$ cat src/rtl/ecc_cap_pkg.sv
package ecc_cap_pkg;
    localparam int DATA_W = 32;
    localparam int CHK_W  = 7;
    localparam int ADDR_W = 27;
    localparam int HALVES = 2;
    localparam int COL_WT = 3;

    typedef logic [CHK_W-1:0] chk_t;
    typedef logic [DATA_W-1:0][CHK_W-1:0] hmat_t;

    typedef struct packed {
        logic              valid;
        logic              cpu;
        logic              wr;
        logic              eccerr;
        logic              spare;
        logic [ADDR_W-1:0] addr;
    } ear_t;

    typedef struct packed {
        logic valid;
        chk_t chk;
        logic single;
        chk_t syn;
    } esr_half_t;

    typedef struct packed {
        esr_half_t hi;
        esr_half_t lo;
    } esr_t;

    typedef struct packed {
        ear_t ear;
        esr_t esr;
    } cap_state_t;

    // Column i of the parity matrix: i-th weight-three value in ascending order.
    function automatic hmat_t build_h();
        hmat_t m = '0;
        int    n = 0;
        for (int v = 0; v < (1 << CHK_W); v++) begin
            if ($countones(v[CHK_W-1:0]) == COL_WT && n < DATA_W) begin
                m[n] = v[CHK_W-1:0];
                n++;
            end
        end
        return m;
    endfunction
endpackage

$ cat src/rtl/ecc_secded_enc.sv
module ecc_secded_enc
    import ecc_cap_pkg::*;
(
    input  logic [DATA_W-1:0] data_i,
    output chk_t              chk_o
);
    localparam hmat_t H = build_h();

    always_comb begin
        chk_o = '0;
        for (int i = 0; i < DATA_W; i++) begin
            if (data_i[i]) chk_o = chk_o ^ H[i];
        end
    end
endmodule

$ cat src/rtl/ecc_secded_dec.sv
module ecc_secded_dec
    import ecc_cap_pkg::*;
(
    input  logic [DATA_W-1:0] data_i,
    input  chk_t              chk_i,
    output chk_t              syn_o,
    output logic              single_o,
    output logic              double_o,
    output logic [DATA_W-1:0] data_o
);
    localparam hmat_t H = build_h();

    chk_t recomputed;

    ecc_secded_enc u_enc (
        .data_i (data_i),
        .chk_o  (recomputed)
    );

    always_comb begin
        syn_o    = recomputed ^ chk_i;
        single_o = ^syn_o;
        double_o = (syn_o != '0) && !single_o;
        for (int i = 0; i < DATA_W; i++) begin
            data_o[i] = data_i[i] ^ (single_o && (syn_o == H[i]));
        end
    end
endmodule

$ cat src/rtl/ecc_err_capture.sv
module ecc_err_capture
    import ecc_cap_pkg::*;
(
    input  logic                       clk,
    input  logic                       rst_n,
    input  logic                       acc_valid,
    input  logic                       acc_cpu,
    input  logic                       acc_write,
    input  logic [ADDR_W-1:0]          acc_addr,
    input  logic                       acc_timeout,
    input  logic                       acc_overrun,
    input  logic [HALVES*DATA_W-1:0]   rd_word,
    input  logic [HALVES*CHK_W-1:0]    rd_check,
    input  logic [HALVES*DATA_W-1:0]   wr_word,
    output logic [HALVES*CHK_W-1:0]    wr_check,
    output logic [HALVES*DATA_W-1:0]   rd_fixed,
    input  logic                       clr_ear,
    input  logic                       clr_esr,
    output logic [31:0]                ear,
    output logic [31:0]                esr,
    output logic                       irq
);
    chk_t              syn   [HALVES];
    logic [HALVES-1:0] sng;
    logic [HALVES-1:0] dbl;

    for (genvar h = 0; h < HALVES; h++) begin : g_half
        ecc_secded_enc u_wenc (
            .data_i (wr_word[h*DATA_W +: DATA_W]),
            .chk_o  (wr_check[h*CHK_W +: CHK_W])
        );
        ecc_secded_dec u_dec (
            .data_i   (rd_word[h*DATA_W +: DATA_W]),
            .chk_i    (rd_check[h*CHK_W +: CHK_W]),
            .syn_o    (syn[h]),
            .single_o (sng[h]),
            .double_o (dbl[h]),
            .data_o   (rd_fixed[h*DATA_W +: DATA_W])
        );
    end

    cap_state_t st_d, st_q;
    esr_half_t  half_new [HALVES];
    logic       rd_acc;
    logic       dbl_read;
    logic       err_evt;

    always_comb begin
        st_d     = st_q;
        rd_acc   = acc_valid && !acc_write;
        dbl_read = rd_acc && (|dbl);
        err_evt  = acc_valid && (dbl_read || acc_timeout || acc_overrun);

        for (int h = 0; h < HALVES; h++) begin
            half_new[h].valid  = (syn[h] != '0);
            half_new[h].chk    = rd_check[h*CHK_W +: CHK_W];
            half_new[h].single = sng[h];
            half_new[h].syn    = syn[h];
        end

        if (!st_q.ear.valid && err_evt) begin
            st_d.ear.valid  = 1'b1;
            st_d.ear.cpu    = acc_cpu;
            st_d.ear.wr     = acc_write;
            st_d.ear.eccerr = dbl_read;
            st_d.ear.spare  = 1'b0;
            st_d.ear.addr   = acc_addr;
        end
        if (clr_ear) st_d.ear = '0;

        if (!st_q.ear.valid && rd_acc) begin
            st_d.esr.hi = half_new[1];
            st_d.esr.lo = half_new[0];
        end
        if (clr_esr) st_d.esr = '0;
    end

    always_ff @(posedge clk or negedge rst_n) begin
        if (!rst_n) st_q <= '0;
        else        st_q <= st_d;
    end

    assign ear = st_q.ear;
    assign esr = st_q.esr;
    assign irq = st_q.ear.valid;

    assert_latch_timeout_R4: assert property (@(posedge clk) disable iff (!rst_n)
        (acc_valid && (acc_timeout || acc_overrun) && !st_q.ear.valid && !clr_ear)
        |=> (st_q.ear.valid && !st_q.ear.eccerr));

    assert_single_no_latch_R5: assert property (@(posedge clk) disable iff (!rst_n)
        (!st_q.ear.valid && !(acc_valid && (acc_timeout || acc_overrun)) && !(|dbl))
        |=> !st_q.ear.valid);

    assert_esr_frozen_R7: assert property (@(posedge clk) disable iff (!rst_n)
        (st_q.ear.valid && !clr_esr) |=> $stable(st_q.esr));

    assert_irq_source_R8: assert property (@(posedge clk) disable iff (!rst_n)
        $rose(irq) |-> $past(acc_valid));

    assert_drop_later_R9: assert property (@(posedge clk) disable iff (!rst_n)
        (st_q.ear.valid && !clr_ear) |=> $stable(st_q.ear));

    assert_clear_ear_R10: assert property (@(posedge clk) disable iff (!rst_n)
        clr_ear |=> (st_q.ear == '0));

    assert_clear_esr_R10: assert property (@(posedge clk) disable iff (!rst_n)
        clr_esr |=> (st_q.esr == '0));
endmodule

$ cat config.mk
export PLATFORM = sky130hd
export DESIGN_NAME = ecc_err_capture
export DESIGN_NICKNAME = d
export VERILOG_FILES = /design/src/rtl/ecc_cap_pkg.sv /design/src/rtl/ecc_secded_enc.sv /design/src/rtl/ecc_secded_dec.sv /design/src/rtl/ecc_err_capture.sv
export SDC_FILE = /design/constraint.sdc
export NUM_CORES = 1
export LEC_CHECK = 0
export ABC_AREA = 1
export ABC_CLOCK_PERIOD_IN_PS = 9500
export BUFFER_PORTS_ARGS = -buffer_cell sky130_fd_sc_hd__buf_4
export CELL_PAD_IN_SITES_DETAIL_PLACEMENT = 0
export CELL_PAD_IN_SITES_GLOBAL_PLACEMENT = 2
export CORE_MARGIN = 2
export CORE_UTILIZATION = 28
export CTS_CLUSTER_SIZE = 24
export DETAILED_ROUTE_END_ITERATION = 8
export PLACE_DENSITY_LB_ADDON = 0.1
export REMOVE_ABC_BUFFERS = 1
export SLEW_MARGIN = 20
export SYNTH_ARGS = -nofsm -noshare
export SYNTH_HDL_FRONTEND = slang
export SYNTH_HIERARCHICAL = 1
export SYNTH_SLANG_ARGS = --single-unit
$ cat constraint.sdc
create_clock -name clk -period 9.5 [get_ports clk]
set_input_delay 1.9 -clock clk [delete_from_list [all_inputs] [get_ports clk]]
set_output_delay 1.9 -clock clk [all_outputs]
set_load 0.05 [all_outputs]
---- Word-level counts from Yosys, hierarchy flattened ----
Cells that the tools add are included.
operators by class
  equal/unequal tests ..................... 64
  mux-type cells .......................... 132
  bitwise logic cells ..................... 190
  reduce and logical (&&, ||, !) cells .... 84
operator list
  kind                  count
  $not A3 Y3            114
  $mux W7               48
  $mux W6               40
  $eq A7 B7 Y1 const B  24
  $eq A7 B6 Y1 const B  20
  $mux W32              4
  $mux W5               24
  $eq A7 B5 Y1 const B  12
  $logic_and A1 B1 Y1   71
  $xor A1 B1 Y1         64
  $mux W4               12
  $eq A7 B4 Y1 const B  6
  $not A2 Y3            10
  $eq A7 B3 Y1 const B  2
  $reduce_bool A7 Y1    2
  $reduce_xor A7 Y1     2
  $xor A7 B7 Y7         2
  $mux W3               4
  $logic_not A1 Y1      4
  $reduce_bool A2 Y1    2
  $logic_or A1 B1 Y1    2
  $reduce_or A2 Y1      1
storage, ports and cells
  word-level logic and storage cells ...... 484
  bits in registers ....................... 64

---- Logic depth before layout (Yosys ltp) ----
  word-level depth ........................ 75
  depth in mapped cells ................... 32
  mapped depth without buffers ............ 29

---- By module ----
The synthesis kept the hierarchy.
modules (own cells, without submodules)
  module           cells an instance  times used  area an instance (um^2)  seq. area each (um^2)
  ecc_secded_enc   234                4           1163.6                   0.0
  ecc_secded_dec   299                2           1378.8                   0.0
  ecc_err_capture  299                1           2723.9                   1576.5

---- Worst setup path before layout ----
No wires, ideal clock.
  path type ............................... input -> output
  from .................................... input rd_word[6]
  to ...................................... output rd_fixed[26]
  arrival time ............................ 4.203 ns
  buffers on the path ..................... 2
  setup slack ............................. 3.397 ns
  cell stages on the path ................. 22
  data required time ...................... 7.600 ns
  cell sequence ........................... buf_2 xnor2_1 nand2_1 nand2_1 inv_1 nand2_1 nand2_1 nand2_1 inv_1 nor2_1 inv_2 nand2_1 nand2_2 ha_1 inv_2 nand2_1 nand2_1 nand2_1 nand2_2 buf_6 nand4_1 nand2_1
between the ends
  elaborated cells between the ends (all ways) .. 53
  those cells by class .................... 1 x eq/ne; 26 x mux; 24 x bitwise; 2 x reduce/logical
RTL lines
  what                                               line                                        text
  start: declaration                                 ecc_err_capture.sv:12                       input logic [HALVES*DATA_W-1:0] rd_word,
  $mux W5 (*) (2 in series)                          ecc_secded_enc.sv:12                        if (data_i[i]) chk_o = chk_o ^ H[i];
  $not A3 Y3 (no line)                               -
  $mux W5 (*) (2 in series)                          ecc_secded_enc.sv:12
  $not A3 Y3 (no line)                               -
  $mux W6 (*) (2 in series)                          ecc_secded_enc.sv:12
  $not A3 Y3 (no line)                               -
  $mux W6 (*) (2 in series)                          ecc_secded_enc.sv:12
  $not A3 Y3 (no line)                               -
  (+18 left out)                                     -
  $mux W7 (*) (4 in series)                          ecc_secded_enc.sv:12
  $not A3 Y3 (no line)                               -
  $mux W7 (*)                                        ecc_secded_enc.sv:12
  named net g_half[0].u_dec.recomputed[1]            ecc_secded_dec.sv:13                        chk_t recomputed;
  $xor A7 B7 Y7 (*)                                  ecc_secded_dec.sv:21                        syn_o = recomputed ^ chk_i;
  $eq A7 B7 Y1 or $reduce_xor A7 Y1 (tied branches)  ecc_secded_dec.sv:25, ecc_secded_dec.sv:22
  $logic_and A1 B1 Y1 (*)                            ecc_secded_dec.sv:25                        data_o[i] = data_i[i] ^ (single_o && (syn_o == H[i]));
  $xor A1 B1 Y1 (*)                                  ecc_secded_dec.sv:25
  end: declaration                                   ecc_err_capture.sv:16                       output logic [HALVES*DATA_W-1:0] rd_fixed,
The timed path passes the listed nets; every way through them passes the cells marked *.

---- Worst setup path in the final report ----
  from .................................... input rd_word[12]
  to ...................................... output rd_fixed[13]
between the ends
  elaborated cells between the ends (all ways) .. 41
  those cells by class .................... 1 x eq/ne; 20 x mux; 18 x bitwise; 2 x reduce/logical
RTL lines
  what                                               line
  $mux W6 (*) (2 in series)                          ecc_secded_enc.sv:12
  $not A3 Y3 (no line)                               -
  $mux W6 (*) (3 in series)                          ecc_secded_enc.sv:12
  $not A3 Y3 (no line)                               -
  $mux W6 (*) (3 in series)                          ecc_secded_enc.sv:12
  $not A3 Y3 (no line)                               -
  $mux W7 (*) (2 in series)                          ecc_secded_enc.sv:12
  $not A3 Y3 (no line)                               -
  (+7 left out)                                      -
  $mux W7 (*) (4 in series)                          ecc_secded_enc.sv:12
  $not A3 Y3 (no line)                               -
  $mux W7 (*)                                        ecc_secded_enc.sv:12
  named net g_half[0].u_dec.recomputed[1]            ecc_secded_dec.sv:13
  $xor A7 B7 Y7 (*)                                  ecc_secded_dec.sv:21
  $eq A7 B6 Y1 or $reduce_xor A7 Y1 (tied branches)  ecc_secded_dec.sv:25, ecc_secded_dec.sv:22
  $logic_and A1 B1 Y1 (*)                            ecc_secded_dec.sv:25
  $xor A1 B1 Y1 (*)                                  ecc_secded_dec.sv:25
Marks and branches as above.

==> flow_summary.toml <==
[setup_path]
reg_to_reg_critical_path_endpoint = "esr[3]"
reg2reg_from = "irq"
ff2ff_setup_slack_ns = 7.52
crit_path_max_fanout = 12
rr_worst_depth = 5
worst-endpoint-arrival_ns = 4.97
cp_common_cell = "sky130_fd_sc_hd__nand2_1"
path_buf_inv = 4
endpoint_kind = "output pin"
worstPathRequired_ns = 7.60
crit_path_max_incr_delay_ns = 0.39
worstPathCellList = "buf_4, xnor2_1, xor2_1, nand2_1, nand2_1, nor2_1, nor2_1, inv_2, nand2_1, nand2_2, ha_1, inv_2, nand2_1, nand3_1, nand2_2, nand3_2, o21bai_1, nand2_1, buf_4"
start_kind = "input port"
setup.worst_path.class = "input port to output pin"
critical_path.top_delay_family = "simple AND/OR/NAND/NOR gates"
worst_path_max_delay_cell = "sky130_fd_sc_hd__ha_1"

[sta]
timing_max_transition_violations_final = 0
timing.final.hold_violations = 0
worst_slew_pin_slew_ns = 0.844
setup_total_negative_slack_ns = 0
clock.fmax_mhz = 146
finalSetupViolations = 0
postLayoutSetupSlackWorst_ns = 2.63
timing.slew.headroom = 0.438
layout_worst_path_cycle_share = 0.723
setup_repair_after_global_routing_missed_its_margin = "false"
min_period_ns = 6.87
clock_skew_ns = 0.00458
worst_hold_slack_ns = 0.470

[clocking]
worst_skew_pair.late_latency_ns = 0.33
number_of_h_tree_levels = 3
clkSlewWorstSetupHoldPaths_ns = 0.05
cts_post_setup_buffers_inserted = 0
cts_inserted_buffers = 9
cts.path.max_buffers = 2
cts_hold_buffers_added = 0
post_cts_resized = 0
clock-sinks = 63
clock_tree.root_cell = "sky130_fd_sc_hd__clkbuf_16"
cts_tree = "yes"

[floorplanning]
initial_utilization = 0.285
die_x_um = 194
design.portCount = 321
die_area_mm2 = 0.0377
core_area_mm2 = 0.0356
placement_rows = 69
die_outline_height_um = 194

[final_layout]
area.growth.synth_to_final_pct = 29.6
leading_cell_type_in_the_layout_fill_and_taps_excluded = "sky130_fd_sc_hd__nand2_1"
count_of_fill_cells_added_during_filler_insertion = 3980
final_layout_size_suffix_gt1_frac = 0.193
diodes = 0
layout.nets = 2303
layout_common_cells = "sky130_fd_sc_hd__nand2_1 (831), sky130_fd_sc_hd__buf_4 (320), sky130_fd_sc_hd__inv_1 (255)"

[detailed_routing]
drt-pass1-iter-count = 5
avgRoutedWirePerCell_um = 14.8
via_per_inst = 4.47
detailedRoute.firstIterationViolations = 422
detail_route.wirelength_um = 38400
ant_nets = 0
detailroute.via_count = 11561
drc = 0

[global_route]
pin_count_of_the_biggest_net_entering_global_routing = 64
grt_pass1_vias = 10708
grt_pass1_wl_um = 59700
grt_remaining_overflow = 0
global_route.usage.total = 0.198
number_of_antenna_violations_at_the_first_check_in_global_routing = 1

[min_path]
number_of_stages_on_the_worst_hold_path = 2
hold_class = "register to register"
holdPathEnd = "esr[22]"
hold_path_startpoint = "esr[22]"

[logic_synthesis]
simple_gate_area_share_of_the_yosys_netlist = 0.544
combinational_family_with_the_most_area_after_synthesis = "simple AND/OR/NAND/NOR gates"
post_synth_xor_area_fraction = 0.156
post_synth.cell_area_avg_um2 = 5.53
synth.lib_cells_used.distinct = 29
synth-compound-area-share = 0.00839
cell_area_after_synthesis_mm2 = 0.0101
synth_sequential_area_ratio = 0.156
post_synth_fa_ha_maj_area_fraction = 0.00741
netlist_instances = 1833
synth-warning-count = 6
synth-seq-cells = 63
multiplexer_share_of_the_synthesized_area = 0

[power]
switchingPower_w = 0.00117
clkPwrFrac = 0.175
seqPwrFrac = 0.149
internal_power_w = 0.000924
comb_power_share = 0.676
power_leakage_nw = 7.83
switching_share = 0.558
worst_ir_drop_vdd_v = 0.0000959
power_density_mw_per_mm2 = 159

[run_status]
outcome = "finished, final reports clean"

[placed_design]
place_hpwl_um = 32600
dp_slack_ns = 2.66
place.port_buffers = 319
placer_congestion = 0.821

[flow_run]
max_cap_violations = 0
-- cell usage after synthesis --
| library cell | instances | share of area |
|---|---|---|
| sky130_fd_sc_hd__buf_6 | 12 | 0.013 |
| sky130_fd_sc_hd__clkbuf_2 | 4 | 0.0020 |
| sky130_fd_sc_hd__buf_1 | 1 | 0.00037 |
| sky130_fd_sc_hd__inv_1 | 255 | 0.094 |
| sky130_fd_sc_hd__nand4_1 | 70 | 0.043 |
| sky130_fd_sc_hd__nor2_2 | 8 | 0.0049 |
| sky130_fd_sc_hd__ha_1 | 6 | 0.0074 |
| sky130_fd_sc_hd__o21bai_1 | 10 | 0.0074 |
| sky130_fd_sc_hd__o21ai_1 | 1 | 0.00049 |
| sky130_fd_sc_hd__nand3_1 | 168 | 0.083 |
| sky130_fd_sc_hd__nand2_4 | 2 | 0.0022 |
| sky130_fd_sc_hd__dfrtp_1 | 63 | 0.16 |
| sky130_fd_sc_hd__buf_4 | 7 | 0.0052 |
| sky130_fd_sc_hd__xnor2_1 | 108 | 0.093 |
| sky130_fd_sc_hd__nand2_1 | 831 | 0.31 |
| sky130_fd_sc_hd__nand3b_1 | 28 | 0.021 |
| sky130_fd_sc_hd__buf_2 | 12 | 0.0059 |
| sky130_fd_sc_hd__clkinv_1 | 1 | 0.00037 |
| sky130_fd_sc_hd__nand3_2 | 14 | 0.014 |
| sky130_fd_sc_hd__inv_2 | 10 | 0.0037 |
| sky130_fd_sc_hd__nor2_1 | 84 | 0.031 |
| sky130_fd_sc_hd__conb_1 | 1 | 0.00037 |
| sky130_fd_sc_hd__nor2_4 | 8 | 0.0089 |
| sky130_fd_sc_hd__or2_1 | 12 | 0.0074 |
| sky130_fd_sc_hd__o21ai_0 | 1 | 0.00049 |
| sky130_fd_sc_hd__nand2_2 | 31 | 0.019 |
| sky130_fd_sc_hd__xor2_1 | 72 | 0.062 |
| sky130_fd_sc_hd__nor3_1 | 4 | 0.0020 |
| sky130_fd_sc_hd__clkbuf_1 | 9 | 0.0033 |
-- sequential cells by signal, summed over array words and instances (netlist names) --
signal	count
esr	32
ear	30
irq	1
-- layout make-up --
| class | count | area, um^2 | area share |
|---|---|---|---|
| flip-flops and latches | 63 | 1580 | 0.120 |
| well taps | 461 | 577 | 0.0439 |
| repair buffers | 320 | 2400 | 0.183 |
| multi-input cells | 1459 | 7260 | 0.552 |
| clock inverters | 7 | 100 | 0.00762 |
| inverters | 266 | 998 | 0.0760 |
| clock buffers | 9 | 225 | 0.0171 |
-- how the worst max path moves through the flow --
stage          slack, ns            to  cells after the start         from
2_1_floorplan       3.40  rd_fixed[30]                     17  rd_word[12]
3_3_place_gp        2.70  rd_fixed[15]                     19  rd_word[12]
3_5_place_dp        2.66  rd_fixed[13]                     19  rd_word[12]
4_1_cts             2.65  rd_fixed[13]                     19  rd_word[12]
5_1_grt             2.32  rd_fixed[13]                     19  rd_word[12]
6_report            2.63  rd_fixed[13]                     19  rd_word[12]
-- kinds of logic (layout without fill, tap and decap cells) --
kind of cell | after synthesis | in the layout
DFF | 63 | 63
xor gates and xnor gates | 180 | 180
buffers and inverters | 311 | 602
and+or+nand+nor | 1260 | 1260
AOI/OAI and AO/OA | 12 | 12
other | 1 | 1
adders and majority gates | 6 | 6
-- worst min-delay path, cell delays in order (launching register included) --
cell and delay (ns):
sky130_fd_sc_hd__dfrtp_1 0.34, sky130_fd_sc_hd__nand2_1 0.06, sky130_fd_sc_hd__nand2_1 0.04
-- power groups by stage --
stage / Sequential (W) / Combinational, W / Clock [W]
detailed placement: 0.000317 / 0.00142 / 0
floorplan: 0.000410 / 0.000866 / 0
global placement: 0.000316 / 0.00141 / 0
CTS: 0.000312 / 0.00142 / 0.000376
global route: 0.000315 / 0.00156 / 0.000389
finish: 0.000312 / 0.00141 / 0.000366
-- per-layer routing --
layer  part of all wire  GRT usage
met5                  0          0
met1               0.50      0.283
met4             0.0079     0.0306
met2               0.45      0.323
met3              0.047     0.0231
-- per-stage QoR --
stage	cells	power, W	utilization	cell area [um^2]
floorplan	1788	0.00128	-	9830
global placement	2569	0.00173	0.360	12800
detailed placement	2569	0.00174	0.360	12800
CTS	2585	0.00211	0.369	13100
global route	2585	0.00226	0.369	13100
finish	2585	0.00209	0.369	13100
(Power assumes the default switching activity.)
